**config.mk**
```make
export PLATFORM = sky130hd
export DESIGN_NAME = cart_mem_decoder
export DESIGN_NICKNAME = d
export VERILOG_FILES = /design/src/rtl/cart_sel_pkg.sv /design/src/rtl/cart_rom_decode.sv /design/src/rtl/cart_dev_decode.sv /design/src/rtl/cart_fram_gate.sv /design/src/rtl/cart_mem_decoder.sv
export SDC_FILE = /design/constraint.sdc
export NUM_CORES = 1
export LEC_CHECK = 0
export ABC_AREA = 0
export BUFFER_PORTS_ARGS = -buffer_cell sky130_fd_sc_hd__buf_4
export CORE_AREA = 2 2 39 41
export DETAILED_ROUTE_END_ITERATION = 8
export DIE_AREA = 0 0 41 43
export PLACE_DENSITY_LB_ADDON = 0.3
export SLEW_MARGIN = 0
export SYNTH_ARGS = -nofsm -noshare
export SYNTH_HDL_FRONTEND = slang
export SYNTH_HIERARCHICAL = 1
export SYNTH_SLANG_ARGS = --single-unit
```
**constraint.sdc**
```tcl
create_clock -name vclk -period 1.3
set_input_delay 0.13 -clock vclk [all_inputs]
set_output_delay 0.13 -clock vclk [all_outputs]
set_load 0.1 [all_outputs]
```
**src/rtl/cart_sel_pkg.sv**
```systemverilog
package cart_sel_pkg;

  localparam int ADDR_W = 4;

  typedef enum logic {
    MAP_LOW  = 1'b0,
    MAP_HIGH = 1'b1
  } map_mode_e;

  // Address-input bit roles (bit 0 = first address input)
  localparam int ROM_QUAL_BIT = 0;
  localparam int SPLIT_BIT    = 2;

  // Device patterns per mode
  localparam logic [ADDR_W-1:0] AUX_PAT_LOW   = 4'b1100;
  localparam logic [ADDR_W-1:0] SAVE_PAT_LOW  = 4'b1110;
  localparam logic [ADDR_W-1:0] AUX_PAT_HIGH  = 4'b0011;
  localparam logic [ADDR_W-1:0] SAVE_PAT_HIGH = 4'b0111;

  function automatic logic pat_hit(input logic [ADDR_W-1:0] a,
                                   input logic [ADDR_W-1:0] pat);
    return (a == pat);
  endfunction

  // Cartridge strobe level required for device region per mode
  function automatic logic dev_strobe_ok(input map_mode_e m, input logic cart_n);
    return (m == MAP_HIGH) ? cart_n : ~cart_n;
  endfunction

  // Idle bus: neither strobe asserted
  function automatic logic bus_idle(input logic rd_n, input logic wr_n);
    return rd_n & wr_n;
  endfunction

endpackage

```
**src/rtl/cart_rom_decode.sv**
```systemverilog
module cart_rom_decode
  import cart_sel_pkg::*;
#(
  parameter int AW        = ADDR_W,
  parameter int QUAL_BIT  = ROM_QUAL_BIT,
  parameter int SPL_BIT   = SPLIT_BIT
) (
  input  logic [AW-1:0] addr,
  input  logic          cart_n,
  input  map_mode_e     mode,
  input  logic          enable,
  output logic          rom_hit,
  output logic          lo_hit,
  output logic          hi_hit
);

  logic addr_qual;

  always_comb begin
    addr_qual = (mode == MAP_HIGH) ? 1'b1 : addr[QUAL_BIT];
    rom_hit   = enable & ~cart_n & addr_qual;
    lo_hit    = rom_hit & ~addr[SPL_BIT];
    hi_hit    = rom_hit &  addr[SPL_BIT];
  end

endmodule

```
**src/rtl/cart_dev_decode.sv**
```systemverilog
module cart_dev_decode
  import cart_sel_pkg::*;
#(
  parameter int AW = ADDR_W
) (
  input  logic [AW-1:0] addr,
  input  logic          cart_n,
  input  map_mode_e     mode,
  input  logic          enable,
  input  logic          supply_ok,
  output logic          aux_hit,
  output logic          save_hit
);

  logic [AW-1:0] aux_pat;
  logic [AW-1:0] save_pat;
  logic          strobe_ok;

  always_comb begin
    aux_pat   = (mode == MAP_HIGH) ? AUX_PAT_HIGH  : AUX_PAT_LOW;
    save_pat  = (mode == MAP_HIGH) ? SAVE_PAT_HIGH : SAVE_PAT_LOW;
    strobe_ok = dev_strobe_ok(mode, cart_n);
    aux_hit   = enable & strobe_ok & pat_hit(addr, aux_pat);
    save_hit  = enable & strobe_ok & supply_ok & pat_hit(addr, save_pat);
  end

endmodule

```
**src/rtl/cart_fram_gate.sv**
```systemverilog
module cart_fram_gate
  import cart_sel_pkg::*;
#(
  parameter bit GATE_ON_IDLE = 1'b1
) (
  input  logic save_hit,
  input  logic rd_n,
  input  logic wr_n,
  output logic cs_n
);

  generate
    if (GATE_ON_IDLE) begin : g_gated
      always_comb cs_n = ~save_hit | bus_idle(rd_n, wr_n);
    end else begin : g_plain
      always_comb cs_n = ~save_hit;
    end
  endgenerate

endmodule

```
**src/rtl/cart_mem_decoder.sv**
```systemverilog
module cart_mem_decoder
  import cart_sel_pkg::*;
#(
  parameter bit FRAM_SAFE = 1'b1
) (
  input  logic [ADDR_W-1:0] addr_bits,
  input  logic              cart_sel_n,
  input  logic              map_hi,
  input  logic              rst_n,
  input  logic              supply_ok,
  input  logic              rd_n,
  input  logic              wr_n,
  output logic              rom_cs_n,
  output logic              rom_lo_cs_n,
  output logic              rom_hi_cs_n,
  output logic              aux_cs_n,
  output logic              save_cs_n
);

  map_mode_e mode;
  logic      rom_hit, lo_hit, hi_hit;
  logic      aux_hit, save_hit;

  assign mode = map_mode_e'(map_hi);

  cart_rom_decode u_rom (
    .addr    (addr_bits),
    .cart_n  (cart_sel_n),
    .mode    (mode),
    .enable  (rst_n),
    .rom_hit (rom_hit),
    .lo_hit  (lo_hit),
    .hi_hit  (hi_hit)
  );

  cart_dev_decode u_dev (
    .addr      (addr_bits),
    .cart_n    (cart_sel_n),
    .mode      (mode),
    .enable    (rst_n),
    .supply_ok (supply_ok),
    .aux_hit   (aux_hit),
    .save_hit  (save_hit)
  );

  cart_fram_gate #(.GATE_ON_IDLE(FRAM_SAFE)) u_gate (
    .save_hit (save_hit),
    .rd_n     (rd_n),
    .wr_n     (wr_n),
    .cs_n     (save_cs_n)
  );

  assign rom_cs_n    = ~rom_hit;
  assign rom_lo_cs_n = ~lo_hit;
  assign rom_hi_cs_n = ~hi_hit;
  assign aux_cs_n    = ~aux_hit;

endmodule

```
# Word level (Yosys, flattened, before mapping)
# Index checks and enable logic that the tools add are counted.
# classes
eq_ne,2
n_mux,4
n_bitwise,17
# op_table
cell,n
1-bit bitwise AND,9
4-bit equality test,2
4-bit 2-to-1 mux,2
1-bit inverter,7
1-bit 2-to-1 mux,2
1-bit OR,1
# word_totals
reg_bits,0
out_inout_bits,5

# Depth between registers and ports, before layout
# depth
depth_word,7
depth_mapped,3
ltp_nobuf,3

# By module
# Netlist, hierarchy kept.
# modules_own_cells
mod,instances,cells_each,area_each_um2,seq_area_each_um2
cart_dev_decode,1,8,70.1,0.0
cart_rom_decode,1,4,42.5,0.0
cart_mem_decoder,1,4,15.0,0.0
cart_fram_gate,1,1,10.0,0.0

# Worst setup path after synthesis
# Ideal clock, no wire load.
# synth_path
kind,input to output
from,in cart_sel_n
to,out save_cs_n
arrival_time_ns,1.420
t_required_ns,1.170
slack_ns,-0.250
stages,3
path_cell_list,or4b_4 > a211oi_1 > a21bo_1
# synth_between
elab_chain_len,7
# synth_rtl
element,line,source
from (decl),cart_mem_decoder.sv:7,"input logic cart_sel_n,"
1-bit inverter,cart_sel_pkg.sv:27,return (m == MAP_HIGH) ? cart_n : ~cart_n;
1-bit 2-to-1 mux *,cart_sel_pkg.sv:27,
1-bit bitwise AND * (3 in a row),cart_dev_decode.sv:24,"save_hit = enable & strobe_ok & supply_ok & pat_hit(addr, save_pat);"
via save_hit,cart_mem_decoder.sv:22,"logic aux_hit, save_hit;"
1-bit inverter *,cart_fram_gate.sv:14,"always_comb cs_n = ~save_hit | bus_idle(rd_n, wr_n);"
1-bit OR *,cart_fram_gate.sv:14,
to (decl),cart_mem_decoder.sv:17,output logic save_cs_n
# The timed path passes the listed nets; every way through them passes the cells marked *.

# Worst setup path in the final report
# layout_path
from,in addr_bits[0]
to,out save_cs_n
# layout_between
elab_chain_len,4
# layout_rtl
element,line,source
from (decl),cart_mem_decoder.sv:6,"input logic [ADDR_W-1:0] addr_bits,"
4-bit equality test,cart_sel_pkg.sv:22,return (a == pat);
1-bit bitwise AND,cart_dev_decode.sv:24,
via save_hit,cart_mem_decoder.sv:22,
1-bit inverter,cart_fram_gate.sv:14,
1-bit OR,cart_fram_gate.sv:14,
# The timed path passes the listed nets, and every way through them passes these cells.

==> metrics.md <==
| Metric | Value |
|---|---|
| Status | `complete, but fails checks` |
| Failing checks | `setup timing` |
| Final TNS setup | `-312 ps` |
| DR WL/cell | `8.11 um` |
| Global route overflow | `0` |
| Rows | `14` |
| Final Cycle Share | `1.15` |
| Critical path peak fanout | `2` |
| Setup Fix Bufs, Post-CTS | `0` |
| Clock buffers | `0` |
| Antenna Nets Post-Route | `0` |
| Tmin final | `1500 ps` |
| Max-Cap Viols | `0` |
| Ys Warns | `6` |
| Largest net degree at the start of global routing | `5` |
| Endpoints failing hold | `0` |
| Pre-CTS setup slack | `-318 ps` |
| Post-Syn Nets | `27` |
| Vias per inst | `3.75` |
| Register area | `0 um2` |
| Initial Utilization | `0.0995` |
| Non-filler instance count after layout | `53` |
| Die Span Y | `43 um` |
| DR iter-0 viols | `2` |
| Number of global-route vias before repair | `209` |
| HPWL Detailed | `394 um` |
| I/O pin total | `15` |
| Fin util | `0.251` |
| Synth Area per Inst | `8.10 um2` |
| CORE AREA | `0.00138 mm2` |
| Port Buf Inserts | `15` |
| RSZ-0062 raised after global routing | `true` |
| Fill cells | `149` |
| Area after DPL | `308 um2` |
| Gr usage total | `0.0609` |
| Finished Cell Area | `348 um2` |
| Startpoint types | `input pin` |
| Worst setup margin | `-195 ps` |
| Peak supply drop | `0.144 mV` |
| Gpl congestion | `0.708` |
| Leading cell type in the layout, fill and taps excluded | `buf_4` |
| Setup violators final | `2` |
| Yosys cell types | `13` |
| Routed WL | `430 um` |
| Hold crit path type | `input pin to primary output` |
| Req. time, crit path | `1170 ps` |
| Power, Total | `0.106 mW` |
| Hold WS | `645 ps` |
| Slew @ Worst Pin | `281 ps` |
| Initial antenna violation count | `0` |
| Layout cells sized above 1 | `0.730` |
| Diodes inserted | `0` |
| DIE WIDTH | `41 um` |
| Post-Synthesis Cells | `17` |
| Vias after detailed routing | `199` |
| Die Area | `0.00176 mm2` |
| Data arrival time of the critical path | `1370 ps` |
| Critical path class | `input pin to primary output` |
| DP Cell Count | `53` |
| Sequential cell count | `0` |
| Fmax | `0.669 GHz` |
| DRC | `0` |
| Most frequent cells in the layout | `buf_4, inv_1, buf_6, buf_12` |
| Crit end category | `primary output` |
| Area Overhead vs Synth | `153%` |
| Area occupied by multi-input gates | `126 um2` |
| Slew Limit Fails | `0` |
| Nets | `49` |
| Drt pass-1 iters | `2` |
| Leakage | `0.144 nW` |
| Hold buffers post-CTS | `0` |
| Synth Cell Area | `138 um2` |
| Max_slew headroom | `0.812` |
| Global-route wire length before repair | `814 um` |
| Pwr dens | `305 mW/mm2` |
| Sequential-to-total area share from yosys stat | `0` |
routing by layer:
metal  track usage  part of all wire  up-vias
met3             0             0.088        0
met1        0.0854              0.43       86
li1              -                 -      104
met2         0.106              0.47        9
met5             0                 0        -
met4             0                 0        0
kinds of logic (layout without fill, tap and decap cells):
family	count (synthesis)	after routing	share of synthesized area
buf+inv	5	25	0.136
compound gates	3	3	0.236
simple gates	9	9	0.627
layout make-up:
| type | instances | share of cell area |
|---|---|---|
| Inverter | 5 | 0.0540 |
| Tap cell | 16 | 0.0576 |
| Timing Repair Buffer | 20 | 0.525 |
| Multi-Input combinational cell | 12 | 0.363 |
final timing paths:
path | start | to | slack (ps) | cells after the start
worst max-delay path | addr_bits[0] | save_cs_n | -200 | 5
worst min-delay path | wr_n | save_cs_n | 640 | 3
critical path, stage by stage:
cell and delay (ps):
buf_6 90, or4b_4 540, a211oi_2 180, a21bo_2 260, buf_12 160
synth_stat cells:
cell type,n,share of area
inv_1,5,0.14
a211oi_1,1,0.055
a21bo_1,1,0.073
a221oi_2,1,0.11
nand3_1,1,0.036
nand3b_1,1,0.055
nand4b_1,1,0.064
nor2_1,1,0.027
nor3b_1,1,0.055
nor4b_2,1,0.11
nor4bb_2,1,0.12
or3b_2,1,0.064
or4b_4,1,0.10
report_power, final:
group | switching (mW) | internal (mW) | total, mW
clock | 0 | 0 | 0
sequential | 0 | 0 | 0
combinational | 0.0568 | 0.0493 | 0.106
timing repair:
item,CTS,global route
resized for setup,10,0
endpoints found under the hold margin,0,0
endpoints found under the setup margin,2,2
pin swaps,3,1
cloned,0,0
No activity file was read; power rests on OpenSTA's default activity.
